===== config.mk =====
export PLATFORM = sky130hd
export DESIGN_NAME = loopback_ctrl
export DESIGN_NICKNAME = d
export VERILOG_FILES = /design/src/rtl/lb_pkg.sv /design/src/rtl/lb_mode_reg.sv /design/src/rtl/lb_path_mux.sv /design/src/rtl/lb_rx_check.sv /design/src/rtl/loopback_ctrl.sv
export SDC_FILE = /design/constraint.sdc
export NUM_CORES = 1
export LEC_CHECK = 0
export CORE_MARGIN = 3
export CORE_UTILIZATION = 32
export CTS_CLUSTER_DIAMETER = 100
export DETAILED_ROUTE_END_ITERATION = 6
export PLACE_DENSITY_LB_ADDON = 0.3
export SKIP_CTS_REPAIR_TIMING = 1
export SLEW_MARGIN = 5
export SYNTH_ARGS = -nofsm -noshare
export SYNTH_HDL_FRONTEND = slang
export SYNTH_HIERARCHICAL = 1
export SYNTH_SLANG_ARGS = --single-unit

===== constraint.sdc =====
create_clock -name clk_i -period 1.31 [get_ports clk_i]
set_clock_uncertainty 0.05 [all_clocks]
set_input_delay 0.262 -clock clk_i [delete_from_list [all_inputs] [get_ports clk_i]]
set_output_delay 0.262 -clock clk_i [all_outputs]
set_load 0.03 [all_outputs]

===== src/rtl/lb_pkg.sv =====
package lb_pkg;
  localparam int NUM_MODES = 4;
  localparam int MODE_W    = $clog2(NUM_MODES);

  typedef enum logic [MODE_W-1:0] {
    LB_NORMAL   = 2'b00,
    LB_INTERNAL = 2'b01,
    LB_ENDEC    = 2'b10,
    LB_MEDIUM   = 2'b11
  } lb_mode_e;
endpackage


===== src/rtl/lb_mode_reg.sv =====
module lb_mode_reg
  import lb_pkg::*;
(
  input  logic              clk_i,
  input  logic              rst_ni,
  input  logic              wr_en_i,
  input  logic [MODE_W-1:0] wr_mode_i,
  input  logic              wr_crc_en_i,
  output lb_mode_e          mode_o,
  output logic              crc_en_o,
  output logic              illegal_o
);
  lb_mode_e mode_q;
  logic     crc_q;
  logic     ill_q;
  logic     legal;

  // only transitions touching normal, or rewriting the same mode, are allowed
  always_comb begin
    legal = (wr_mode_i == LB_NORMAL) || (mode_q == LB_NORMAL) ||
            (wr_mode_i == mode_q);
  end

  always_ff @(posedge clk_i or negedge rst_ni) begin
    if (!rst_ni) begin
      mode_q <= LB_NORMAL;
      crc_q  <= 1'b0;
      ill_q  <= 1'b0;
    end else if (wr_en_i) begin
      if (legal) begin
        mode_q <= lb_mode_e'(wr_mode_i);
        crc_q  <= wr_crc_en_i;
      end
      if (!legal)                       ill_q <= 1'b1;
      else if (wr_mode_i == LB_NORMAL)  ill_q <= 1'b0;
    end
  end

  assign mode_o    = mode_q;
  assign crc_en_o  = crc_q;
  assign illegal_o = ill_q;

  assert_mode_via_normal_R3: assert property (@(posedge clk_i) disable iff (!rst_ni)
    (mode_q != $past(mode_q)) |-> ($past(mode_q) == LB_NORMAL || mode_q == LB_NORMAL));

  assert_no_write_no_change_R3: assert property (@(posedge clk_i) disable iff (!rst_ni)
    !wr_en_i |=> ($stable(mode_q) && $stable(crc_q) && $stable(ill_q)));

  assert_refused_hold_R4: assert property (@(posedge clk_i) disable iff (!rst_ni)
    (wr_en_i && mode_q != LB_NORMAL && wr_mode_i != LB_NORMAL && wr_mode_i != mode_q)
      |=> ($stable(mode_q) && $stable(crc_q) && ill_q));
endmodule


===== src/rtl/lb_path_mux.sv =====
module lb_path_mux
  import lb_pkg::*;
#(
  parameter int SER_W = 1
) (
  input  logic                 clk_i,
  input  logic                 rst_ni,
  input  lb_mode_e             mode_i,
  input  logic                 tx_en_i,
  input  logic [SER_W-1:0]     ser_txd_i,
  input  logic                 tx_clk_i,
  input  logic [SER_W-1:0]     endec_rxd_i,
  input  logic                 endec_rx_clk_i,
  output logic [NUM_MODES-1:0] path_sel_o,
  output logic [SER_W-1:0]     endec_txd_o,
  output logic                 medium_tx_en_o,
  output logic                 endec_loop_o,
  output logic [SER_W-1:0]     deser_rxd_o,
  output logic                 deser_clk_o
);
  logic [NUM_MODES-1:0] sel;

  for (genvar g = 0; g < NUM_MODES; g++) begin : g_dec
    assign sel[g] = (mode_i == MODE_W'(g));
  end

  logic internal_lb;
  logic drive_medium;
  assign internal_lb  = sel[LB_INTERNAL];
  assign drive_medium = sel[LB_NORMAL] | sel[LB_MEDIUM];

  always_comb begin
    endec_txd_o    = internal_lb ? '0 : ser_txd_i;
    medium_tx_en_o = drive_medium & tx_en_i;
    endec_loop_o   = sel[LB_ENDEC];
    deser_rxd_o    = internal_lb ? ser_txd_i : endec_rxd_i;
    deser_clk_o    = internal_lb ? tx_clk_i  : endec_rx_clk_i;
  end

  assign path_sel_o = sel;

  assert_path_onehot_R2: assert property (@(posedge clk_i) disable iff (!rst_ni)
    $countones(path_sel_o) == 1);

  assert_internal_quiet_R5: assert property (@(posedge clk_i) disable iff (!rst_ni)
    path_sel_o[1] |-> (!medium_tx_en_o && endec_txd_o == '0));

  assert_endec_no_medium_R6: assert property (@(posedge clk_i) disable iff (!rst_ni)
    endec_loop_o |-> !medium_tx_en_o);

  assert_medium_follows_tx_R7: assert property (@(posedge clk_i) disable iff (!rst_ni)
    medium_tx_en_o |-> (tx_en_i && !endec_loop_o));
endmodule


===== src/rtl/lb_rx_check.sv =====
module lb_rx_check
  import lb_pkg::*;
(
  input  logic     clk_i,
  input  logic     rst_ni,
  input  lb_mode_e mode_i,
  input  logic     crc_en_i,
  input  logic     tx_start_i,
  input  logic     rx_eof_i,
  input  logic     rx_addr_hit_i,
  input  logic     rx_crc_ok_i,
  output logic     addr_match_o,
  output logic     crc_pass_o,
  output logic     crc_fail_o,
  output logic     lb_active_o
);
  logic eof_q, eof_rise, crc_check;
  logic addr_q, pass_q, fail_q, act_q;

  assign eof_rise  = rx_eof_i & ~eof_q;
  assign crc_check = (mode_i == LB_NORMAL) | crc_en_i;

  always_ff @(posedge clk_i or negedge rst_ni) begin
    if (!rst_ni) begin
      eof_q  <= 1'b0;
      addr_q <= 1'b0;
      pass_q <= 1'b0;
      fail_q <= 1'b0;
      act_q  <= 1'b0;
    end else begin
      eof_q  <= rx_eof_i;
      addr_q <= eof_rise & rx_addr_hit_i;
      pass_q <= eof_rise & crc_check & rx_crc_ok_i;
      fail_q <= eof_rise & crc_check & ~rx_crc_ok_i;
      if (tx_start_i && mode_i != LB_NORMAL)          act_q <= 1'b1;
      else if (eof_rise || mode_i == LB_NORMAL)       act_q <= 1'b0;
    end
  end

  assign addr_match_o = addr_q;
  assign crc_pass_o   = pass_q;
  assign crc_fail_o   = fail_q;
  assign lb_active_o  = act_q;

  assert_addr_single_R9: assert property (@(posedge clk_i) disable iff (!rst_ni)
    addr_match_o |=> !addr_match_o);

  assert_crc_exclusive_R10: assert property (@(posedge clk_i) disable iff (!rst_ni)
    !(crc_pass_o && crc_fail_o));

  assert_crc_gated_R10: assert property (@(posedge clk_i) disable iff (!rst_ni)
    (mode_i != LB_NORMAL && !crc_en_i) |=> !(crc_pass_o || crc_fail_o));

  assert_active_needs_lb_R11: assert property (@(posedge clk_i) disable iff (!rst_ni)
    $rose(lb_active_o) |-> $past(tx_start_i));
endmodule


===== src/rtl/loopback_ctrl.sv =====
module loopback_ctrl
  import lb_pkg::*;
#(
  parameter int SER_W = 1
) (
  input  logic             clk_i,
  input  logic             rst_ni,
  input  logic             cfg_we_i,
  input  logic [1:0]       cfg_mode_i,
  input  logic             cfg_crc_en_i,
  input  logic             tx_start_i,
  input  logic             tx_en_i,
  input  logic [SER_W-1:0] ser_txd_i,
  input  logic             tx_clk_i,
  input  logic [SER_W-1:0] endec_rxd_i,
  input  logic             endec_rx_clk_i,
  input  logic             rx_eof_i,
  input  logic             rx_addr_hit_i,
  input  logic             rx_crc_ok_i,
  output logic [1:0]       mode_o,
  output logic [3:0]       path_sel_o,
  output logic             lb_illegal_o,
  output logic             tx_crc_gen_o,
  output logic             lb_active_o,
  output logic [SER_W-1:0] endec_txd_o,
  output logic             medium_tx_en_o,
  output logic             endec_loop_o,
  output logic [SER_W-1:0] deser_rxd_o,
  output logic             deser_clk_o,
  output logic             addr_match_o,
  output logic             crc_pass_o,
  output logic             crc_fail_o
);
  lb_mode_e mode;
  logic     crc_en;

  lb_mode_reg u_mode (
    .clk_i       (clk_i),
    .rst_ni      (rst_ni),
    .wr_en_i     (cfg_we_i),
    .wr_mode_i   (cfg_mode_i),
    .wr_crc_en_i (cfg_crc_en_i),
    .mode_o      (mode),
    .crc_en_o    (crc_en),
    .illegal_o   (lb_illegal_o)
  );

  lb_path_mux #(.SER_W(SER_W)) u_mux (
    .clk_i          (clk_i),
    .rst_ni         (rst_ni),
    .mode_i         (mode),
    .tx_en_i        (tx_en_i),
    .ser_txd_i      (ser_txd_i),
    .tx_clk_i       (tx_clk_i),
    .endec_rxd_i    (endec_rxd_i),
    .endec_rx_clk_i (endec_rx_clk_i),
    .path_sel_o     (path_sel_o),
    .endec_txd_o    (endec_txd_o),
    .medium_tx_en_o (medium_tx_en_o),
    .endec_loop_o   (endec_loop_o),
    .deser_rxd_o    (deser_rxd_o),
    .deser_clk_o    (deser_clk_o)
  );

  lb_rx_check u_rx (
    .clk_i         (clk_i),
    .rst_ni        (rst_ni),
    .mode_i        (mode),
    .crc_en_i      (crc_en),
    .tx_start_i    (tx_start_i),
    .rx_eof_i      (rx_eof_i),
    .rx_addr_hit_i (rx_addr_hit_i),
    .rx_crc_ok_i   (rx_crc_ok_i),
    .addr_match_o  (addr_match_o),
    .crc_pass_o    (crc_pass_o),
    .crc_fail_o    (crc_fail_o),
    .lb_active_o   (lb_active_o)
  );

  assign mode_o       = mode;
  assign tx_crc_gen_o = crc_en;

  assert_crc_gen_tracks_R8: assert property (@(posedge clk_i) disable iff (!rst_ni)
    (cfg_we_i && cfg_mode_i == 2'b00) |=> (tx_crc_gen_o == $past(cfg_crc_en_i)));
endmodule


# Word level (Yosys, flattened, before mapping)

Cells that the tools add are included.

Register bits after elaboration: 9
Bits in latches: 0
RAM bits: 0
Bits in read-only memories: 0
Output and inout bits: 17
Memories kept: 0

$add $sub $neg: 0
Multipliers: 0
Div/mod/pow operators: 0
Magnitude comparators: 0
Eq/ne operators: 5
Shift operators: 0
Muxes and demuxes: 7
Bitwise logic cells: 10
Reduce and logical (&&, ||, !) cells: 10

Operators by type and width:

| operator                                                               | number |
|---|---|
| 1-bit two-way mux                                                      | 7 |
| 1-bit AND                                                              | 6 |
| 2-bit equality test (second input constant)                            | 2 |
| 2-bit zero test                                                        | 2 |
| 2-bit AND reduction                                                    | 2 |
| 2-bit nonzero test                                                     | 2 |
| 1-bit logical OR                                                       | 3 |
| 2-bit by 1-bit equality test with 1-bit output (second input constant) | 1 |
| 2-bit equality test                                                    | 1 |
| 2-bit != test (second input constant)                                  | 1 |
| 1-bit inverter                                                         | 2 |
| 1-bit bitwise OR                                                       | 2 |
| 1-bit logical AND                                                      | 1 |

# Logic depth before layout (Yosys ltp)

Gate-level depths: netlist of the first run.

Depth after elaboration: 5
Gate-level depth with buffers: 3

# Hierarchy

Netlist of the first run, hierarchy kept.

By module, submodules not included:

| module      | times used | cells each | area an instance (µm²) |
|---|---|---|---|
| lb_mode_reg | 1          | 22         | 216.5 |
| lb_rx_check | 1          | 12         | 193.9 |
| lb_path_mux | 1          | 12         | 110.1 |

# Least setup slack after synthesis of the first run

Ideal clock, no wire load.

Path type: register to output
From: register u_mode.mode_q[1], in the netlist u_mode/mode_o[1]
To: output medium_tx_en_o
Data arrival time: 1.494 ns
Setup slack: -0.496 ns
Cell stages (with the launch flop): 4
Buffers on the path: 0
Path through: dfrtp_1 -> inv_1 -> ha_1 -> nor2b_1

Longest elaborated chain between the ends: 3
Elaborated cells on any way between the ends: 4
Those cells by class: 1 x eq/ne; 2 x bitwise; 1 x reduce/logical

Ends and longest elaborated chain:

| what                                                          | RTL line            | source |
|---|---|---|
| start, declared                                               | lb_mode_reg.sv:13   | `lb_mode_e mode_q;` |
| start signal, assigned                                        | lb_mode_reg.sv:31   | `mode_q <= lb_mode_e'(wr_mode_i);` |
| 2-bit equality test / 2-bit zero test (equally long branches) | lb_path_mux.sv:24   | `assign sel[g] = (mode_i == MODE_W'(g));` |
| 1-bit bitwise OR *                                            | lb_path_mux.sv:30   | `assign drive_medium = sel[LB_NORMAL] \| sel[LB_MEDIUM];` |
| 1-bit AND *                                                   | lb_path_mux.sv:34   | `medium_tx_en_o = drive_medium & tx_en_i;` |
| end, declared                                                 | loopback_ctrl.sv:26 | `output logic medium_tx_en_o,` |

Mark *: on every way between the ends. The rest lies on a longest branch, timed or not.

# Worst setup path after layout of the first run

From: register u_mode.mode_q[1], in the netlist u_mode/mode_o[1]
To: output deser_clk_o

Longest elaborated chain between the ends: 2

Ends and longest elaborated chain:

| what                                           | RTL line            | source |
|---|---|---|
| 2-bit by 1-bit equality test with 1-bit output | lb_path_mux.sv:24   |  |
| 1-bit two-way mux                              | lb_path_mux.sv:37   | `deser_clk_o = internal_lb ? tx_clk_i : endec_rx_clk_i;` |
| end, declared                                  | loopback_ctrl.sv:29 | `output logic deser_clk_o,` |

No other way between the ends.

==> results of run 1 <==
[critical path, stage by stage, from the launching register on]
cell and delay [ps]:
sky130_fd_sc_hd__dfrtp_2 400, sky130_fd_sc_hd__inv_2 70, sky130_fd_sc_hd__ha_4 150, sky130_fd_sc_hd__mux2_4 300, sky130_fd_sc_hd__buf_6 140
[stage by stage]
stage	cells	hold WS (ps)	power, W	setup slack, ps	setup TNS, ps
floorplan	46	-83.59	0.0006031	-162.7	-722.8
global placement	98	461.2	0.0007755	-201.6	-672.5
detailed placement	98	461.5	0.0007807	-236.9	-793.7
CTS	102	241.4	0.0009998	-362.0	-3256
global route	103	264.3	0.001077	-370.7	-3236
finish	103	231.6	0.001021	-333.8	-2615
[cell usage in the layout, fill, tap and decap left out, types with 2 or more instances in the layout]
| master | netlist | final |
|---|---|---|
| sky130_fd_sc_hd__buf_4 | 2 | 16 |
| sky130_fd_sc_hd__ha_4 | 0 | 2 |
| sky130_fd_sc_hd__dfrtp_1 | 9 | 7 |
| sky130_fd_sc_hd__nor2_1 | 2 | 2 |
| sky130_fd_sc_hd__buf_6 | 0 | 7 |
| sky130_fd_sc_hd__a21oi_1 | 4 | 3 |
| sky130_fd_sc_hd__clkdlybuf4s50_1 | 0 | 14 |
| sky130_fd_sc_hd__inv_1 | 5 | 2 |
| sky130_fd_sc_hd__mux2_4 | 1 | 3 |
| sky130_fd_sc_hd__dlymetal6s2s_1 | 0 | 3 |
| sky130_fd_sc_hd__dfrtp_2 | 0 | 2 |
| sky130_fd_sc_hd__inv_2 | 0 | 3 |
| sky130_fd_sc_hd__clkbuf_4 | 0 | 3 |
[cell type report]
| type | count | area [um^2] | area share [%] |
|---|---|---|---|
| flip-flops and latches | 9 | 227.7 | 23.21 |
| clock buffers | 4 | 26.28 | 2.679 |
| inverters | 5 | 18.77 | 1.913 |
| repair buffers | 40 | 376.6 | 38.39 |
| multi-input cells | 30 | 312.8 | 31.89 |
| well taps | 15 | 18.77 | 1.913 |
[metal layers]
layer	GRT usage, %	part of all wire, %	vias up
met2	20.88	47	26
met1	15.14	37	220
li1	-	-	247
met3	3.125	12	4
met5	0	0	-
met4	11.93	3.5	0
[cells by family (layout without fill, tap and decap cells)]
family	after synthesis	in the layout	share of synthesized area (%)
compound gates	12	12	14.91
simple gates	11	11	18.51
flops	9	9	43.27
buf+inv	7	49	6.490
fa+ha+maj	4	4	9.616
mux	3	3	7.210
[registers in the layout, summed over array words and instances, names as in the netlist]
name,count
u_mode/illegal_o,1
u_rx/crc_fail_o,1
u_rx/crc_pass_o,1
u_mode/mode_o,2
u_rx/addr_match_o,1
u_mode/crc_en_o,1
u_rx/eof_q,1
u_rx/lb_active_o,1
[worst paths after layout]
check / start / endpoint / cells past startpoint
worst max-delay path: u_mode/mode_o[1] / deser_clk_o / 4
worst min-delay path: rst_ni / u_rx/crc_fail_o / 1
worst max register to register: u_mode/mode_o[0] / u_mode/crc_en_o / 5
worst min register to register: u_rx/eof_q / u_rx/crc_fail_o / 1
max in group asynchronous: rst_ni / u_mode/mode_o[0] / 1
min in group clk_i: u_rx/eof_q / u_rx/crc_fail_o / 1
[where the power goes]
part           switching [W]  internal, W
combinational       0.000234     0.000239
clock              0.0000988     0.000118
sequential         0.0000229     0.000309
==> out/qor.txt, run 1 <==
===========================================================================================
Outcome ...................................................................... complete, but fails checks
Violations in the final reports .............................................. setup timing
Relative slew margins ........................................................       74.16%
Clock Path Buffers ...........................................................            2
Gpl congestion ...............................................................       0.7180
Filler cell count in the final layout ........................................          107
Post-synth top area share ....................................................       43.27%
Time the worst path needs with I/O delays and setup ..........................      1644 ps
Most frequent cells after synthesis .......................................... sky130_fd_sc_hd__dfrtp_1, sky130_fd_sc_hd__inv_1, sky130_fd_sc_hd__a21oi_1, sky130_fd_sc_hd__ha_1
Wire length of the first global-routing pass .................................     1.925 mm
Peak supply drop .............................................................    0.5579 mV
Standard cell core area ......................................................    1415 um^2
Max Clock Freq ...............................................................    608.4 MHz
Mapped Area ..................................................................   520.5 um^2
Yosys synthesis warning count ................................................            6
Portion of the post-synthesis area used by sequential elements ...............       43.27%
Post-route ant nets ..........................................................            0
Asr flop ratio synth .........................................................       100.0%
Number of synthesized register bits ..........................................            9
Final routed DRC violation total .............................................            0
Count of final max-slew check failures .......................................            0
Width of the die .............................................................     46.33 um
Clock tree from TritonCTS ....................................................        built
Number of synthesized flops with an enable pin ...............................            0
Residual overflow from global routing ........................................            0
Biggest area consumer among synthesized cells ................................ sky130_fd_sc_hd__dfrtp_1
Clock insertion delay at the later pin of the skew report ....................       260 ps
Antenna violations before repair .............................................            0
Worst Path Required ..........................................................      1000 ps
Number of cells produced by synthesis ........................................           46
Number of clock buffers inserted by TritonCTS ................................            3
Router iterations before antenna repair ......................................            6
Maximum number of pins on one net before global-route repair .................           13
Synthesis-to-layout area growth ..............................................       88.46%
Average wire per cell in the routed design ...................................     11.79 um
Pin slew with the least headroom to its limit ................................     386.4 ps
Largest fanout of any net on the critical path ...............................            4
Num rows .....................................................................           13
Clock-pin slew on the worst setup and hold paths .............................        60 ps
Number of global-route vias before repair ....................................          462
Post-synthesis cell type count ...............................................           24
Number of nets in the layout .................................................          108
Critical path startpoint category ............................................    flip-flop
Port bufs ....................................................................           31
Worst hold path class ........................................................  in -> async
Die Y ........................................................................     46.33 um
Syn avg cell area ............................................................   11.32 um^2
Antenna diode instance count .................................................            0
H-tree levels ................................................................            1
Count of endpoints failing setup in the final report .........................           15
Sink count of the clock tree .................................................            9
Root buf cell ................................................................ sky130_fd_sc_hd__clkbuf_4
Power Dens Cells ............................................................. 1041 nW/um^2
Setup repair after global routing missed its margin ..........................          yes
Number of primary I/O pins ...................................................           32
Post-route cell area .........................................................   980.9 um^2
Number of hold-slack violations in the final timing report ...................            0
Top flip-flop cell by instance count after synthesis ......................... sky130_fd_sc_hd__dfrtp_1
Number of design-rule violations left by the first detailed-router iteration .            3
Data arrival time of the critical path .......................................      1330 ps
Max-cap violations ...........................................................            0
Class of the most critical setup path ........................................   reg -> out
Static power due to leakage ..................................................    0.5178 nW
Share of post-route cells with drive strength above 1 ........................       50.00%
Hpwl dp ......................................................................     941.4 um
Placed cell areas ............................................................   904.6 um^2
Final worst setup slack ......................................................    -333.8 ps
Final worst-path cycle share .................................................       125.5%
Total global routing track utilization .......................................       13.47%
Effective utilization at floorplan ...........................................       36.78%
Count of vias placed by the detailed router ..................................          497
Utilization of the core after routing ........................................       69.32%
Vias per inst ................................................................        4.825
Number of nets produced by synthesis .........................................           65
Leading cell type by number of instances after synthesis ..................... sky130_fd_sc_hd__dfrtp_1
Cell types occupying the most area after synthesis ........................... sky130_fd_sc_hd__dfrtp_1, sky130_fd_sc_hd__ha_1, sky130_fd_sc_hd__nor4bb_4
Critical Path Sink Type ......................................................  output port
Die Footprint ................................................................    2146 um^2
Routed Wire Length ...........................................................     1.214 mm
Flop2flop setup slack ........................................................      -190 ps
===========================================================================================
Power figures use the tool's default switching activity.
==> run 2, diff against run 1 <==
--- a/config.mk
+++ b/config.mk
@@ -11,7 +11,7 @@
 export DETAILED_ROUTE_END_ITERATION = 6
 export PLACE_DENSITY_LB_ADDON = 0.3
 export SKIP_CTS_REPAIR_TIMING = 1
-export SLEW_MARGIN = 5
+export SLEW_MARGIN = 10
 export SYNTH_ARGS = -nofsm -noshare
 export SYNTH_HDL_FRONTEND = slang
 export SYNTH_HIERARCHICAL = 1
==> results of run 2 <==
Same layout as run 1: the final DEF is identical, and so are final timing and power.
